===== src/rtl/enc66_pkg.sv =====
package enc66_pkg;

  localparam int unsigned LANES   = 8;
  localparam int unsigned BYTE_W  = 8;
  localparam int unsigned CODE_W  = 7;
  localparam int unsigned OCODE_W = 4;
  localparam int unsigned TYPE_W  = 8;
  localparam int unsigned HDR_W   = 2;
  localparam int unsigned PAY_W   = LANES * BYTE_W;
  localparam int unsigned OSET_LANE = LANES / 2;

  // line characters seen on the reconciliation side
  localparam logic [BYTE_W-1:0] CH_IDLE = 8'h07;
  localparam logic [BYTE_W-1:0] CH_ERR  = 8'hFE;
  localparam logic [BYTE_W-1:0] CH_TERM = 8'hFD;
  localparam logic [BYTE_W-1:0] CH_SEQ  = 8'h9C;
  localparam logic [BYTE_W-1:0] CH_SIG  = 8'h5C;

  // payload field codes
  localparam logic [CODE_W-1:0]  CC_IDLE = 7'h00;
  localparam logic [CODE_W-1:0]  CC_ERR  = 7'h1E;
  localparam logic [OCODE_W-1:0] OC_SEQ  = 4'h0;
  localparam logic [OCODE_W-1:0] OC_SIG  = 4'hF;

  localparam logic [HDR_W-1:0]  HDR_DATA = 2'b01;
  localparam logic [HDR_W-1:0]  HDR_CTRL = 2'b10;
  localparam logic [TYPE_W-1:0] BT_FILL  = 8'h1E;
  localparam logic [TYPE_W-1:0] BT_OSET2 = 8'h55;

  typedef struct packed {
    logic               is_data;
    logic               is_fill;
    logic               is_term;
    logic               is_oset;
    logic [CODE_W-1:0]  ccode;
    logic [OCODE_W-1:0] ocode;
  } lane_info_t;

  function automatic logic [TYPE_W-1:0] term_type(input int unsigned pos);
    case (pos)
      0:       return 8'h87;
      1:       return 8'h99;
      2:       return 8'hAA;
      3:       return 8'hB4;
      4:       return 8'hCC;
      5:       return 8'hD2;
      6:       return 8'hE1;
      default: return 8'hFF;
    endcase
  endfunction

  function automatic logic [PAY_W-1:0] err_block();
    logic [PAY_W-1:0] p;
    p = '0;
    p[TYPE_W-1:0] = BT_FILL;
    for (int j = 0; j < LANES; j++) p[TYPE_W + CODE_W*j +: CODE_W] = CC_ERR;
    return p;
  endfunction

endpackage


===== src/rtl/enc66_lane_class.sv =====
module enc66_lane_class
  import enc66_pkg::*;
(
  input  logic [BYTE_W-1:0] lane_char,
  input  logic              lane_ctl,
  output lane_info_t        info
);

  always_comb begin
    info = '0;
    if (!lane_ctl) begin
      info.is_data = 1'b1;
    end else begin
      case (lane_char)
        CH_IDLE: begin info.is_fill = 1'b1; info.ccode = CC_IDLE; end
        CH_ERR:  begin info.is_fill = 1'b1; info.ccode = CC_ERR;  end
        CH_TERM: info.is_term = 1'b1;
        CH_SEQ:  begin info.is_oset = 1'b1; info.ocode = OC_SEQ; end
        CH_SIG:  begin info.is_oset = 1'b1; info.ocode = OC_SIG; end
        default: info = '0;  // unencodable control character
      endcase
    end
  end

endmodule


===== src/rtl/enc66_fill_pack.sv =====
module enc66_fill_pack
  import enc66_pkg::*;
(
  input  lane_info_t [LANES-1:0] info,
  output logic                   hit,
  output logic [PAY_W-1:0]       payload
);

  always_comb begin
    hit     = 1'b1;
    payload = '0;
    payload[TYPE_W-1:0] = BT_FILL;
    for (int j = 0; j < LANES; j++) begin
      hit = hit & info[j].is_fill;
      payload[TYPE_W + CODE_W*j +: CODE_W] = info[j].ccode;
    end
  end

endmodule


===== src/rtl/enc66_term_pack.sv =====
module enc66_term_pack
  import enc66_pkg::*;
(
  input  lane_info_t [LANES-1:0] info,
  input  logic [PAY_W-1:0]       data,
  output logic                   hit,
  output logic [PAY_W-1:0]       payload
);

  logic [LANES-1:0]            cand;
  logic [LANES-1:0][PAY_W-1:0] pay_pos;

  // one candidate layout per terminate position, evaluated in parallel
  for (genvar k = 0; k < LANES; k++) begin : g_pos
    logic             c_k;
    logic [PAY_W-1:0] p_k;

    always_comb begin
      c_k = info[k].is_term;
      p_k = '0;
      p_k[TYPE_W-1:0] = term_type(k);
      for (int i = 0; i < k; i++) begin
        c_k = c_k & info[i].is_data;
        p_k[TYPE_W + BYTE_W*i +: BYTE_W] = data[BYTE_W*i +: BYTE_W];
      end
      for (int j = k + 1; j < LANES; j++) begin
        c_k = c_k & info[j].is_fill;
        p_k[TYPE_W + CODE_W*j +: CODE_W] = info[j].ccode;
      end
    end

    assign cand[k]    = c_k;
    assign pay_pos[k] = p_k;
  end

  always_comb begin
    hit     = |cand;
    payload = '0;
    for (int k = 0; k < LANES; k++) begin
      if (cand[k]) payload = payload | pay_pos[k];
    end
  end

endmodule


===== src/rtl/enc66_oset_pack.sv =====
module enc66_oset_pack
  import enc66_pkg::*;
(
  input  lane_info_t [LANES-1:0] info,
  input  logic [PAY_W-1:0]       data,
  output logic                   hit,
  output logic [PAY_W-1:0]       payload
);

  localparam int unsigned OC_POS = TYPE_W + BYTE_W*(OSET_LANE - 1);

  always_comb begin
    hit = info[0].is_oset & info[OSET_LANE].is_oset;
    for (int i = 1; i < LANES; i++) begin
      if (i != OSET_LANE) hit = hit & info[i].is_data;
    end
    payload = '0;
    payload[TYPE_W-1:0] = BT_OSET2;
    for (int i = 1; i < OSET_LANE; i++) begin
      payload[TYPE_W + BYTE_W*(i-1) +: BYTE_W] = data[BYTE_W*i +: BYTE_W];
    end
    payload[OC_POS +: OCODE_W]           = info[0].ocode;
    payload[OC_POS + OCODE_W +: OCODE_W] = info[OSET_LANE].ocode;
    for (int i = OSET_LANE + 1; i < LANES; i++) begin
      payload[BYTE_W*i +: BYTE_W] = data[BYTE_W*i +: BYTE_W];
    end
  end

endmodule


===== src/rtl/enc66_encoder.sv =====
module enc66_encoder
  import enc66_pkg::*;
(
  input  logic               clk,
  input  logic               rst_n,
  input  logic               in_valid,
  input  logic [PAY_W-1:0]   in_data,
  input  logic [LANES-1:0]   in_ctrl,
  output logic               out_valid,
  output logic [HDR_W-1:0]   out_hdr,
  output logic [PAY_W-1:0]   out_payload
);

  lane_info_t [LANES-1:0] info;

  for (genvar i = 0; i < LANES; i++) begin : g_lane
    enc66_lane_class u_cls (
      .lane_char (in_data[BYTE_W*i +: BYTE_W]),
      .lane_ctl  (in_ctrl[i]),
      .info      (info[i])
    );
  end

  logic             data_hit, fill_hit, term_hit, oset_hit;
  logic [PAY_W-1:0] fill_pay, term_pay, oset_pay;

  assign data_hit = (in_ctrl == '0);

  enc66_fill_pack u_fill (.info(info), .hit(fill_hit), .payload(fill_pay));
  enc66_term_pack u_term (.info(info), .data(in_data), .hit(term_hit), .payload(term_pay));
  enc66_oset_pack u_oset (.info(info), .data(in_data), .hit(oset_hit), .payload(oset_pay));

  // next-state selection
  logic [HDR_W-1:0] nxt_hdr;
  logic [PAY_W-1:0] nxt_pay;

  always_comb begin
    nxt_hdr = HDR_CTRL;
    if (data_hit) begin
      nxt_hdr = HDR_DATA;
      nxt_pay = in_data;
    end else if (fill_hit) begin
      nxt_pay = fill_pay;
    end else if (term_hit) begin
      nxt_pay = term_pay;
    end else if (oset_hit) begin
      nxt_pay = oset_pay;
    end else begin
      nxt_pay = err_block();
    end
  end

  // output register, loaded only on a valid transfer
  always_ff @(posedge clk or negedge rst_n) begin
    if (!rst_n) begin
      out_valid   <= 1'b0;
      out_hdr     <= '0;
      out_payload <= '0;
    end else begin
      out_valid <= in_valid;
      if (in_valid) begin
        out_hdr     <= nxt_hdr;
        out_payload <= nxt_pay;
      end
    end
  end

  AST_VALID_SET: assert property (@(posedge clk) disable iff (!rst_n)
    in_valid |=> out_valid);
  AST_VALID_CLR: assert property (@(posedge clk) disable iff (!rst_n)
    !in_valid |=> !out_valid);
  AST_HOLD_IDLE: assert property (@(posedge clk) disable iff (!rst_n)
    !in_valid |=> ($stable(out_hdr) && $stable(out_payload)));
  AST_DATA_PASS: assert property (@(posedge clk) disable iff (!rst_n)
    (in_valid && in_ctrl == '0) |=> (out_hdr == HDR_DATA && out_payload == $past(in_data)));
  AST_T0_PAD: assert property (@(posedge clk) disable iff (!rst_n)
    (in_valid && in_ctrl[0] && in_data[BYTE_W-1:0] == CH_TERM && term_hit)
      |=> (out_payload[TYPE_W-1:0] == 8'h87 && out_payload[TYPE_W+CODE_W-1:TYPE_W] == '0));
  AST_OSET_DATA: assert property (@(posedge clk) disable iff (!rst_n)
    (in_valid && oset_hit) |=> (out_payload[TYPE_W-1:0] == BT_OSET2 &&
      out_payload[PAY_W-1:BYTE_W*(OSET_LANE+1)] == $past(in_data[PAY_W-1:BYTE_W*(OSET_LANE+1)])));
  AST_KIND_EXCL: assert property (@(posedge clk) disable iff (!rst_n)
    in_valid |-> $onehot0({data_hit, fill_hit, term_hit, oset_hit}));
  AST_ERR_FALLBACK: assert property (@(posedge clk) disable iff (!rst_n)
    (in_valid && !(data_hit || fill_hit || term_hit || oset_hit))
      |=> (out_hdr == HDR_CTRL && out_payload == err_block()));
  AST_HDR_LEGAL: assert property (@(posedge clk) disable iff (!rst_n)
    out_valid |-> (out_hdr == HDR_DATA || out_hdr == HDR_CTRL));

endmodule


===== config.mk =====
export PLATFORM = sky130hd
export DESIGN_NAME = enc66_encoder
export DESIGN_NICKNAME = d
export VERILOG_FILES = /design/src/rtl/enc66_pkg.sv /design/src/rtl/enc66_lane_class.sv /design/src/rtl/enc66_fill_pack.sv /design/src/rtl/enc66_term_pack.sv /design/src/rtl/enc66_oset_pack.sv /design/src/rtl/enc66_encoder.sv
export SDC_FILE = /design/constraint.sdc
export NUM_CORES = 1
export LEC_CHECK = 0
export BUFFER_PORTS_ARGS = -buffer_cell sky130_fd_sc_hd__buf_4
export CORE_ASPECT_RATIO = 1.1
export CORE_MARGIN = 2
export CORE_UTILIZATION = 54
export DETAILED_ROUTE_END_ITERATION = 7
export HOLD_SLACK_MARGIN = 0.08
export PLACE_DENSITY_LB_ADDON = 0.3
export RECOVER_POWER = 25
export SLEW_MARGIN = 40
export SYNTH_ARGS = -nofsm -noshare
export SYNTH_HDL_FRONTEND = slang
export SYNTH_SLANG_ARGS = --single-unit
export TNS_END_PERCENT = 50

===== constraint.sdc =====
create_clock -name clk -period 1.26 [get_ports clk]
set_input_delay 0.189 -clock clk [delete_from_list [all_inputs] [get_ports clk]]
set_output_delay 0.189 -clock clk [all_outputs]
set_load 0.01 [all_outputs]

==> summary.md, run 1 <==
| Metric | Value |
|---|---|
| Status | aborted with a tool error |
| Post-synth top area cell | dfrtp_1 |
| Synth Register Bits | 67 |
| Main synth FF type | dfrtp_1 |
| Yosys top cell area share | about 32% |
| Largest net degree at the start of global routing | 68 |
| Top-level I/O count | around 140 |
| Initial Util | a little under three fifths |
| Fail Step | global routing (5_1_grt) |
| First-pass GRT wire length | between 60 and 70 mm |
| Yosys cell types | 67 |
| Synth Net Count | about 730 |
| Gp weighted congestion | between 1 and 1.5 |
| Place WS | -1.86 ns |
| Root buf cell | clkbuf_8 |
| DP Wirelength | 20.1 mm |
| Top cells by area, synth | dfrtp_1 32%, a21oi_1 6.9%, and3_1 4.5%, o21ai_0 3.9%, nand2_1 3.7% |
| GRT Residual Overflow | 9 |
| Mapped Avg Cell Area | about 7.9 µm² |
| Buffer levels on the longest clock path | 2 |
| Synthesized area | between 5000 and 6000 µm² |
| First Err | [ERROR GRT-0116] Global routing finished with congestion. Check the congestion regions in the DRC Viewer. |
| Ys async rst share | 100% |
| Clk sinks | 67 |
| IO buf count | ~140 |
| TritonCTS Buffers | 9 |
| # rows | 37 |
| Vias in the first global route | 10,000 |
| EDFF count, synth | 0 |
| Post-synthesis sequential area ratio | between 30% and 40% |
| Die X | slightly below 100 µm |
| GRT Util Overall | 77.8% |
| H-tree levels | 3 |
| Warnings from Yosys | 0 |
| Die height | roughly 110 µm |
| Gate Count Post-Synth | 656 |
Yosys cell counts, types with 11 or more instances:
| master | number |
|---|---|
| a31oi_1 | 12 |
| and2_1 | 12 |
| nor2b_1 | 11 |
| a21oi_1 | 71 |
| nor2_1 | 49 |
| and3_1 | 37 |
| or3_1 | 13 |
| nand2_1 | 51 |
| clkbuf_1 | 29 |
| nor4_1 | 15 |
| or2_2 | 12 |
| a211oi_1 | 13 |
| a21o_1 | 12 |
| dfrtp_1 | 67 |
| nand3_1 | 31 |
| o21ai_0 | 40 |
| a221oi_1 | 12 |
| nor3_1 | 11 |
metal layers:
layer | GRT overflow | global-route usage (%)
met4 | 4 | 79.1
met2 | 5 | 91.8
met5 | 0 | 24.1
met1 | 0 | 77.3
met3 | 0 | 66.0
per-stage QoR:
stage	utilization, %	instances	hold slack [ns]	setup TNS [ns]	area [µm²]
after global placement	84.9	1098	0.216	-111.16	7940
after floorplan	-	656	-0.107	-93.34	5220
after CTS	91.8	1126	0.0811	-81.25	8580
after detailed placement	84.9	1098	0.226	-114.31	7940
kinds of logic after synthesis:
kind of cell    synth area share [%]
xor+xnor                       0.339
flops                           32.4
compound gates                  31.4
simple gates                    32.6
buf+inv                         3.26
what timing repair did:
action / 4_1_cts
hold buffers: 1
resized for setup: 91
endpoints found under the hold margin: 67
setup buffers: 9
endpoints found under the setup margin: 66
pin swaps: 28
gates cloned: 2
==> inputs of run 2 (changes only) <==
- CORE_ASPECT_RATIO: 1.1 -> default
- CORE_UTILIZATION: 54 -> 40
- HOLD_SLACK_MARGIN: 0.08 -> default
- PLACE_DENSITY_LB_ADDON: 0.3 -> 0.15
==> summary.md, run 2 <==
| Metric | Value |
|---|---|
| Status | complete, but fails checks |
| Violated checks | negative setup slack |
| First-pass GRT wire length | just over 40 mm |
| Warnings from Yosys | 0 (unchanged) |
| Most frequent cells after synthesis | 71 x a21oi_1, 67 x dfrtp_1, 51 x nand2_1 |
| Final cell count without fillers | 1,201 |
| IO buf count | 141 (unchanged) |
| Worst Setup End Kind | flop |
| Synth Register Bits | 67 (unchanged) |
| Worst R2R Path Depth | 4 |
| Adder-cell share of the synthesized area | 0% (unchanged) |
| GRT Util Overall | about two fifths |
| Worst Tran Pin Value | between 0.7 and 0.8 ns |
| Clk sinks | 67 (unchanged) |
| Mapped Avg Cell Area | 7.89 µm² (unchanged) |
| Buffer levels on the longest clock path | 2 (unchanged) |
| Fraction of layout cells with a size suffix above 1 | between 40% and 50% |
| H-tree levels | 3 (unchanged) |
| Filler cells | around 1,000 |
| Xor and xnor area share after synthesis | 0.339% (unchanged) |
| Antenna violation net count after detailed routing | 0 |
| Wirelength per Cell | around 23 µm |
| DP Wirelength | 20.8 mm (+3.6%) |
| Via density | approximately 6 |
| MaxCap Viol Count | 0 |
| CP peak stage delay | ~0.54 ns |
| Fin. max-slew vios | 0 |
| P_leak | 4.23 nW |
| Yosys cell types | 67 (unchanged) |
| Final Cycle Share | 216% |
| Top-level I/O count | 142 (unchanged) |
| Utilization after layout | a little under three quarters |
| Top-count cell post-synth | a21oi_1 |
| Initial antenna violation count | 0 |
| TritonCTS Buffers | 9 (unchanged) |
| Worst skew pair latency | between 0.3 and 0.4 ns |
| Clk_skew | 0 ns |
| Critical path peak fanout | 4 |
| Met1 Resource Use GR | a little over half |
| Ys async rst share | 100% (unchanged) |
| Post-synth top area cell | dfrtp_1 |
| Gp weighted congestion | 1.04 (-19%) |
| Synthesized area | 5170 µm² (unchanged) |
| TritonRoute pass-1 iters | 5 |
| Critical path class | input pin to flop |
| Initial Util | 41.0% (-14 points) |
| Finished Cell Area | roughly 9000 µm² |
| Regs by FF count | out_payload x64, out_hdr x2, out_valid x1 |
| Simple-Gate Fraction of Synth Area | 32.6% (unchanged) |
| CP max-delay cell | or4b_4 |
| Gate Count Post-Synth | 656 (unchanged) |
| Most used cell, CP | or4b_4 |
| Hold Path Depth | 3 |
| Setup TNS | -86.34 ns |
| Initial DRC Count | around 840 |
| Main synth FF type | dfrtp_1 |
| Placed standard-cell area | 8170 µm² (+2.9%) |
| Peak VDD IR | 0.656 mV |
| # placed instances | 1,169 (+6.5%) |
| Power density over cell area | 693 nW/µm² |
| Fin crit period | roughly 2.7 ns |
| Most common cell after layout, fill and taps aside | buf_4 |
| Ant. Diodes | 0 |
| Hold_ws | ~0.16 ns |
| Largest family of logic cells by synthesized area | simple AND/OR/NAND/NOR gates |
| Post-synthesis compound-gate area fraction | 31.4% (unchanged) |
| Place WS | -1.94 ns (-0.0763 ns) |
| Final WL | between 20 and 30 mm |
| Multiplexer area fraction after synthesis | 0% (unchanged) |
| Clock transition at path regs | approximately 0.060 ns |
| Area growth from synthesis to layout | 74.8% |
| GRT Residual Overflow | 0 |
| Yosys top cell area share | 32.4% (unchanged) |
| Root buf cell | clkbuf_16 |
| Die height | 118 µm (+10%) |
| Post-synthesis sequential area ratio | 32.4% (unchanged) |
| Nets@finish | between 1,000 and 1,500 |
| Most frequent cells in the layout | 362 x buf_4, 67 x a21oi_1, 67 x dfrtp_1, 46 x nor2_1, 43 x nand2_1 |
| Die X | 118 µm (+21%) |
| Synth Net Count | 731 (unchanged) |
| GR Util met2 | 57.9% |
| Hold crit path type | input pin to flop |
| Vias in the first global route | roughly 7,200 |
| Largest net degree at the start of global routing | 53 |
| CP startpoint kind | input pin |
| GR Util met3 | under 10% |
| # rows | 41 (+11%) |
| Top cells by area, synth | dfrtp_1 32%, a21oi_1 6.9%, and3_1 4.5%, o21ai_0 3.9%, nand2_1 3.7% |
| CTS tree | done |
| DRC viols | 0 |
| CP arrival | just under 3 ns |
| Die area | 13,900 µm² |
| Setup ws final | -1.47 ns |
| Critical path required time | roughly 1.5 ns |
| Routed vias | 7,343 |
| Largest register FFs | 64 |
| Final Hold Vio Count | 0 |
| Core footprint | about 13,000 µm² |
| RSZ-0062 raised after global routing | true |
| Final setup vio count | 66 |
| Reg with most FFs | out_payload |
| Global route hottest layer | met2 |
| Crit-path cells | buf_6 > or4b_4 > or4b_4 > a22o_1 > or4b_4 > o21ai_4 > nor3_4 > and2_1 > a2111o_1 |
| Slew HR | between 50% and 60% |
| F_max | 0.367 GHz |
| Total power | between 6 and 7 mW |
| EDFF count, synth | 0 (unchanged) |
[run 2: area by class of cell]
cell class	instances	area, µm²	share of cell area (%)
inverter	7	33.8	0.373
sequential	67	1680	18.5
clock inverter	6	65.1	0.719
multi-input combinational	548	3740	41.3
timing repair buffer	391	3080	34.0
clock buffer	10	239	2.64
tap	172	215	2.38
[run 2: timing repair]
| action | in CTS | in global routing |
|---|---|---|
| setup buffers | 7 | 7 |
| endpoints found under the hold margin | 20 | 0 |
| setup endpoints to repair | 66 | 66 |
| hold buffers | 1 | 0 |
| pin swaps | 26 | 22 |
| cloned | 3 | 0 |
| gates resized for setup | 66 | 60 |
[run 2: report_power, final]
group          total, mW  internal, mW  leakage [nW]  switching, mW
sequential          2.28          2.23         0.797         0.0492
combinational       1.38         0.666          3.28          0.717
clock               2.61          1.58         0.148           1.02
total               6.26          4.48          4.23           1.79
[run 2: worst max-delay path: cells and delay by family]
family          cells  cell delay, ns
simple gates        5            1.81
compound gates      3            0.86
buf+inv             1            0.09
[run 2: path summary, 6_finish.rpt]
kind,start,endpoint,slack [ns]
worst min register to register,out_payload[57],out_payload[57],0.49
max in group asynchronous,rst_n,out_payload[12],0.11
worst max register to register,out_payload[31],out_payload[31],0.13
worst min-delay path,in_data[60],out_payload[60],0.16
worst max-delay path,in_data[11],out_payload[26],-1.47
min in group asynchronous,rst_n,out_payload[51],0.40
[run 2: cells by family after synthesis]
group | after synthesis
flops | 67
buf+inv | 41
simple gates | 301
xor+xnor | 2
compound gates | 245
[run 2: layer usage]
metal  vias up  part of all wire (%)
met5         -                     0
met4         0                   3.0
met3        66                    11
met2       491                    44
met1      3497                    42
li1       3289                     -
Power figures use the tool's default switching activity.
